[src/rtl/qdac_pkg.sv]
// Shared types for the quad converter register file.
package qdac_pkg;
    // Decoded bus operation, one per clock after synchronization.
    typedef enum logic [2:0] {
        OP_IDLE     = 3'd0,
        OP_WR_IN    = 3'd1,
        OP_WR_THRU  = 3'd2,
        OP_READ     = 3'd3,
        OP_UPDATE   = 3'd4,
        OP_CLEAR    = 3'd5
    } qdac_op_e;
endpackage

[src/rtl/qdac_sync.sv]
// Multi-stage synchronizer for a bundle of host inputs.
// Assumes the bundle settles well inside a clock period, so that all bits
// land in the same cycle. RST_VAL is the idle value loaded on reset.
module qdac_sync #(
    parameter int           W       = 8,
    parameter int           STAGES  = 2,
    parameter logic [W-1:0] RST_VAL = '0
) (
    input  logic         clk,
    input  logic         rst_n,
    input  logic [W-1:0] din,
    output logic [W-1:0] dout
);
    logic [STAGES-1:0][W-1:0] chain;

    generate
        for (genvar s = 0; s < STAGES; s++) begin : g_stage
            if (s == 0) begin : g_first
                // First capture of the asynchronous bundle.
                always_ff @(posedge clk) begin
                    if (!rst_n) chain[0] <= RST_VAL;
                    else        chain[0] <= din;
                end
            end else begin : g_next
                // Further resolution stage.
                always_ff @(posedge clk) begin
                    if (!rst_n) chain[s] <= RST_VAL;
                    else        chain[s] <= chain[s-1];
                end
            end
        end
    endgenerate

    assign dout = chain[STAGES-1];
endmodule

[src/rtl/qdac_decode.sv]
// Combinational decoder from synchronized bus controls to one operation
// and a one-hot channel select. Clear has priority over every other op.
module qdac_decode
    import qdac_pkg::*;
#(
    parameter int N_CH = 4,
    parameter int A_W  = 2
) (
    input  logic            cs_n,
    input  logic            rd_wr,
    input  logic            load_n,
    input  logic            clear_n,
    input  logic [A_W-1:0]  addr,
    output qdac_op_e        op,
    output logic [N_CH-1:0] ch_sel
);
    // Select the operation by priority: clear, selected access, broadcast.
    always_comb begin
        if (!clear_n)               op = OP_CLEAR;
        else if (!cs_n) begin
            if (!rd_wr)             op = load_n ? OP_WR_IN : OP_WR_THRU;
            else if (load_n)        op = OP_READ;
            else                    op = OP_IDLE;
        end
        else if (!load_n)           op = OP_UPDATE;
        else                        op = OP_IDLE;
    end

    generate
        for (genvar c = 0; c < N_CH; c++) begin : g_sel
            assign ch_sel[c] = (addr == A_W'(c));
        end
    endgenerate
endmodule

[src/rtl/qdac_chan.sv]
// One channel: an input register staged from the bus and an output
// register that feeds the converter. Assumes at most one of the write
// strobes matters per cycle; clear overrides them all.
module qdac_chan #(
    parameter int                CODE_W   = 12,
    parameter logic [CODE_W-1:0] RST_CODE = '0
) (
    input  logic              clk,
    input  logic              rst_n,
    input  logic              clear,
    input  logic              wr_in,
    input  logic              wr_out,
    input  logic              upd,
    input  logic [CODE_W-1:0] din,
    output logic [CODE_W-1:0] in_q,
    output logic [CODE_W-1:0] out_q
);
    // Input register: loaded by any write to this channel.
    always_ff @(posedge clk) begin
        if (!rst_n || clear) in_q <= RST_CODE;
        else if (wr_in)      in_q <= din;
    end

    // Output register: transparent write or broadcast copy.
    always_ff @(posedge clk) begin
        if (!rst_n || clear) out_q <= RST_CODE;
        else if (wr_out)     out_q <= din;
        else if (upd)        out_q <= in_q;
    end
endmodule

[src/rtl/qdac_readback.sv]
// Registered readback path: picks the addressed input register and drives
// the bus enable only for a readback operation.
module qdac_readback #(
    parameter int N_CH   = 4,
    parameter int CODE_W = 12,
    parameter int A_W    = 2
) (
    input  logic                     clk,
    input  logic                     rst_n,
    input  logic                     rd_en,
    input  logic [A_W-1:0]           addr,
    input  logic [N_CH*CODE_W-1:0]   in_flat,
    output logic [CODE_W-1:0]        data_out,
    output logic                     data_oe
);
    logic [CODE_W-1:0] sel_code;

    // Pick the addressed channel's input code.
    always_comb begin
        sel_code = '0;
        for (int c = 0; c < N_CH; c++) begin
            if (addr == A_W'(c)) sel_code = in_flat[c*CODE_W +: CODE_W];
        end
    end

    // Register the bus value and its enable.
    always_ff @(posedge clk) begin
        if (!rst_n) begin
            data_out <= '0;
            data_oe  <= 1'b0;
        end else begin
            data_out <= rd_en ? sel_code : '0;
            data_oe  <= rd_en;
        end
    end
endmodule

[src/rtl/qdac_regfile.sv]
// Quad double-buffered converter register file. Host controls and data are
// synchronized, decoded into one operation per clock and applied to four
// channel register pairs. Assumes host inputs are quasi-static over
// SYNC_STAGES+1 clocks per access.
module qdac_regfile
    import qdac_pkg::*;
#(
    parameter int CODE_W      = 12,
    parameter int N_CH        = 4,
    parameter int SYNC_STAGES = 2,
    parameter bit MID_RESET   = 1'b1
) (
    input  logic                       clk,
    input  logic                       rst_n,
    input  logic                       clear_n,
    input  logic                       cs_n,
    input  logic                       rd_wr,
    input  logic                       load_n,
    input  logic [$clog2(N_CH)-1:0]    addr,
    input  logic [CODE_W-1:0]          data_in,
    output logic [CODE_W-1:0]          data_out,
    output logic                       data_oe,
    output logic [N_CH*CODE_W-1:0]     out_codes
);
    localparam int A_W = $clog2(N_CH);
    localparam int BUS_W = 4 + A_W + CODE_W;
    localparam logic [CODE_W-1:0] RST_CODE =
        MID_RESET ? CODE_W'(1) << (CODE_W - 1) : '0;
    localparam logic [BUS_W-1:0] IDLE_BUS = {4'b1111, {A_W{1'b0}}, {CODE_W{1'b0}}};

    logic [BUS_W-1:0]        bus_sync;
    logic                    s_clear_n, s_cs_n, s_load_n, s_rd_wr;
    logic [A_W-1:0]          s_addr;
    logic [CODE_W-1:0]       s_data;
    qdac_op_e                op;
    logic [N_CH-1:0]         ch_sel;
    logic [N_CH*CODE_W-1:0]  in_codes;

    qdac_sync #(.W(BUS_W), .STAGES(SYNC_STAGES), .RST_VAL(IDLE_BUS)) u_sync (
        .clk  (clk),
        .rst_n(rst_n),
        .din  ({clear_n, cs_n, load_n, rd_wr, addr, data_in}),
        .dout (bus_sync)
    );

    assign {s_clear_n, s_cs_n, s_load_n, s_rd_wr, s_addr, s_data} = bus_sync;

    qdac_decode #(.N_CH(N_CH), .A_W(A_W)) u_dec (
        .cs_n   (s_cs_n),
        .rd_wr  (s_rd_wr),
        .load_n (s_load_n),
        .clear_n(s_clear_n),
        .addr   (s_addr),
        .op     (op),
        .ch_sel (ch_sel)
    );

    generate
        for (genvar c = 0; c < N_CH; c++) begin : g_ch
            qdac_chan #(.CODE_W(CODE_W), .RST_CODE(RST_CODE)) u_chan (
                .clk   (clk),
                .rst_n (rst_n),
                .clear (op == OP_CLEAR),
                .wr_in (ch_sel[c] && (op == OP_WR_IN || op == OP_WR_THRU)),
                .wr_out(ch_sel[c] && (op == OP_WR_THRU)),
                .upd   (op == OP_UPDATE),
                .din   (s_data),
                .in_q  (in_codes[c*CODE_W +: CODE_W]),
                .out_q (out_codes[c*CODE_W +: CODE_W])
            );
        end
    endgenerate

    qdac_readback #(.N_CH(N_CH), .CODE_W(CODE_W), .A_W(A_W)) u_rb (
        .clk     (clk),
        .rst_n   (rst_n),
        .rd_en   (op == OP_READ),
        .addr    (s_addr),
        .in_flat (in_codes),
        .data_out(data_out),
        .data_oe (data_oe)
    );
endmodule

[config.mk]
export PLATFORM = sky130hd
export DESIGN_NAME = qdac_regfile
export DESIGN_NICKNAME = d
export VERILOG_FILES = /design/src/rtl/qdac_pkg.sv /design/src/rtl/qdac_sync.sv /design/src/rtl/qdac_decode.sv /design/src/rtl/qdac_chan.sv /design/src/rtl/qdac_readback.sv /design/src/rtl/qdac_regfile.sv
export SDC_FILE = /design/constraint.sdc
export NUM_CORES = 1
export LEC_CHECK = 0
export CAP_MARGIN = 20
export CORE_ASPECT_RATIO = 0.9
export CORE_UTILIZATION = 60
export CTS_CLUSTER_DIAMETER = 60
export DETAILED_ROUTE_END_ITERATION = 12
export DONT_BUFFER_PORTS = 1
export GPL_TIMING_DRIVEN = 0
export PLACE_DENSITY = 0.86
export SYNTH_ARGS = -nofsm -noshare
export SYNTH_HDL_FRONTEND = slang
export SYNTH_SLANG_ARGS = --single-unit
[constraint.sdc]
create_clock -name clk -period 4.11 [get_ports clk]
set_clock_uncertainty 0.15 [all_clocks]
set_input_delay 0.822 -clock clk [delete_from_list [all_inputs] [get_ports clk]]
set_output_delay 0.822 -clock clk [all_outputs]
set_load 0.05 [all_outputs]
==> flow_metrics.env <==
export IMPL_synthArstFlopShare=0
export IMPL_grt_pass1_vias=4946
export IMPL_synth_area_um2=5750
export IMPL_layout_drive_gt1_share=0.102
export IMPL_ff2ff_setup_slack_ns=1.75
export IMPL_post_cts_buffers=0
export IMPL_die_h_um=94.9
export IMPL_setup_violations=0
export IMPL_setup_worst_path_end_class="flip-flop"
export IMPL_final_max_slew_viol_count=0
export IMPL_clock_path_buffers=2
export IMPL_coreArea_um2=9210
export IMPL_grt_use_met1=0.454
export IMPL_clockRootBuffer="clkbuf_8"
export IMPL_avgSynthCellArea_um2=8.91
export IMPL_gr_usage_met2=0.590
export IMPL_antenna_found_initial=1
export IMPL_ant_nets=0
export IMPL_syn_nets=665
export IMPL_endpoint="g_ch[3].u_chan.out_q[4]"
export IMPL_fmax_ghz=0.423
export IMPL_outcome="finished clean"
export IMPL_p_leak_nw=2.08
export IMPL_synthTopCellsByCount="145 x dfxtp_1, 90 x nand2_1, 52 x nand3_1"
export IMPL_area_delta_synth_final_pct=13.5
export IMPL_crit_reg2reg_launch="u_sync.dout[16]"
export IMPL_critical_path_most_common_cell="clkbuf_1"
export IMPL_yosysMostFrequentCell="dfxtp_1"
export IMPL_dpl_cell_area_um2=5900
export IMPL_finalCriticalPeriod_ns=2.36
export IMPL_synthCells=645
export IMPL_critPathLaunchType="flip-flop"
export IMPL_fin_tns_setup_ns=0
export IMPL_clkSlewWorstSetupHoldPaths_ns=0.06
export IMPL_ys_ff_latch=145
export IMPL_io_buffers=0
export IMPL_clk_latency_ns=0.52
export IMPL_crit_path_top_delay_cell="clkbuf_1"
export IMPL_cpPeakStageDelay_ns=0.55
export IMPL_ys_top_cells_by_area="dfxtp_1 50%, a311oi_1 6.7%, nand2_1 5.9%, mux4_2 4.7%, nand3_1 4.5%"
export IMPL_synth_distinct_cells=29
export IMPL_dr_first_iter_drc_count=565
export IMPL_nets=684
export IMPL_cts_tree="built"
export IMPL_synth_top_area_frac=0.505
export IMPL_start_util=0.624
export IMPL_wl_per_cell_um=22.1
export IMPL_worstMarginPinSlew_ns=0.702
export IMPL_worstPathMaxFanout=10
export IMPL_hold_path_class="primary input to flip-flop"
export IMPL_routabilityCongestion=0.968
export IMPL_r2r_cells=5
export IMPL_period_share=0.575
export IMPL_cts_htree_levels=4
export IMPL_grt_overflow_total=0
export IMPL_vdd_drop_max_mv=0.327
export IMPL_grt_max_degree=17
export IMPL_synth_edf_count=0
export IMPL_r2r_end="g_ch[3].u_chan.out_q[4]"
export IMPL_cts_resized=0
export IMPL_yosysSeqAreaShare=0.505
export IMPL_firstDrtPassIters=5
export IMPL_arrival_ns=2.63
export IMPL_maxSlewHeadroom=0.531
export IMPL_power_density_nw_per_um2=486
export IMPL_dp_hpwl_um=12100
export IMPL_ys_warn_count=0
export IMPL_crit_path_start="u_sync.dout[16]"
export IMPL_cp_required_ns=4.38
export IMPL_vias=5256
export IMPL_synth_area_leader_cell="dfxtp_1"
export IMPL_vias_per_cell=6.58
export IMPL_rsz0062_at_grt="false"
export IMPL_postLayoutCellArea_um2=6530
export IMPL_crit_type="flip-flop to flip-flop"
export IMPL_drv_cap=0
export IMPL_synth_main_ff_cell="dfxtp_1"
export IMPL_fp_dieW_um=105
export IMPL_drc_errors=0
export IMPL_cts_hold_buf=0
export IMPL_gr_max_usage_layer="met2"
export IMPL_grt_use_met3=0.100
export IMPL_fillers=697
export IMPL_dieArea_um2=9980
export IMPL_num_rows=33
export IMPL_finalHoldViolations=0
export IMPL_cts_made_buffers=17
export IMPL_io_pins=81
export IMPL_finalWirelength_um=17600
export IMPL_cts_sinks=145
export IMPL_grt_total_usage=0.368
export IMPL_grt_pass1_wl_um=27200
export IMPL_path_cells="clkbuf_1, nand3b_1, clkbuf_1, nand2_1, a311oi_1"
-- layer usage --
metal  part of all wire  vias up
met3               0.12       79
li1                   -     2328
met2               0.45      402
met5                  0        -
met1               0.38     2447
met4              0.047        0
-- cells by family after synthesis --
kind of cell / Yosys count / share of synthesized area
and+or+nand+nor: 270 / 0.235
DFF: 145 / 0.505
AOI/OAI and AO/OA: 143 / 0.157
buffers and inverters: 75 / 0.0564
muxes: 12 / 0.0470
-- power by group --
part	switching, mW	internal (mW)	leakage (nW)
Combinational	0.0943	0.0292	0.607
Sequential	0.00872	1.42	1.18
Clock	0.602	1.02	0.297
-- sequential cells by signal (all words and copies together), names as in the netlist --
name	count
g_ch.u_chan.in_q	48
g_ch.u_chan.out_q	48
u_rb.data_oe	1
u_rb.data_out	12
u_sync.chain	18
u_sync.dout	18
-- cell usage in the layout (no fill, tap or decap), drive strengths merged --
master / synthesis / final
nand4b: 1 / 1
dfxtp: 145 / 145
bufinv: 0 / 4
and3b: 6 / 6
inv: 1 / 3
o21ai: 48 / 48
clkbuf: 59 / 78
and2: 29 / 29
or4b: 1 / 1
nand2b: 11 / 11
nand2: 90 / 90
nor3: 50 / 50
nor2b: 14 / 14
nor2: 6 / 6
a211oi: 2 / 2
mux4: 12 / 12
nor3b: 1 / 1
a311oi: 44 / 44
or3b: 1 / 1
or2: 6 / 6
nand3b: 2 / 2
buf: 15 / 15
a21oi: 44 / 44
nand3: 52 / 52
diode: 0 / 2
o41ai: 4 / 4
o21a: 1 / 1
clkinvlp: 0 / 2
clkinv: 0 / 3
-- cell type report --
cell class                 instances  area (µm²)  share of cell area
sequential                       145        2900               0.445
buffer                            74         320              0.0491
tap                              122         153              0.0234
clock buffer                      19         442              0.0677
antenna                            2        5.00            0.000767
inverter                           1        3.75            0.000575
multi-input combinational        425        2520               0.386
clock inverter                    11         179              0.0274
-- per-stage QoR --
| step | util | std cells | hold WS, ns | setup slack [ns] | power, mW |
|---|---|---|---|---|---|
| 4_1_cts | 0.708 | 797 | 0.243 | 1.83 | 3.17 |
| 6_report | 0.709 | 799 | 0.247 | 1.75 | 3.18 |
| 3_5_place_dp | 0.641 | 767 | 0.247 | 1.46 | 1.58 |
| 3_3_place_gp | 0.641 | 767 | 0.237 | 1.50 | 1.58 |
| 5_1_grt | 0.708 | 797 | 0.238 | 1.63 | 3.25 |
| 2_1_floorplan | - | 645 | 0.236 | 2.04 | 1.54 |
-- critical path, delay by kind of cell (launching register included) --
| kind | cells | cell delay, ns |
|---|---|---|
| buffers and inverters | 2 | 0.77 |
| and+or+nand+nor | 2 | 0.63 |
| DFF | 1 | 0.36 |
| AOI/OAI and AO/OA | 1 | 0.34 |
-- how the worst min path moves through the flow --
| stage | startpoint | endpoint | slack, ns | cells after the start |
|---|---|---|---|---|
| global placement | u_sync.chain[17] | u_sync.dout[17] | 0.24 | 1 |
| finish | rd_wr | u_sync.chain[14] | 0.25 | 1 |
| floorplan | u_sync.chain[14] | u_sync.dout[14] | 0.24 | 1 |
| global route | rd_wr | u_sync.chain[14] | 0.24 | 1 |
| CTS | rd_wr | u_sync.chain[14] | 0.24 | 1 |
| detailed placement | u_sync.chain[17] | u_sync.dout[17] | 0.25 | 1 |
Power figures use the tool's default switching activity.
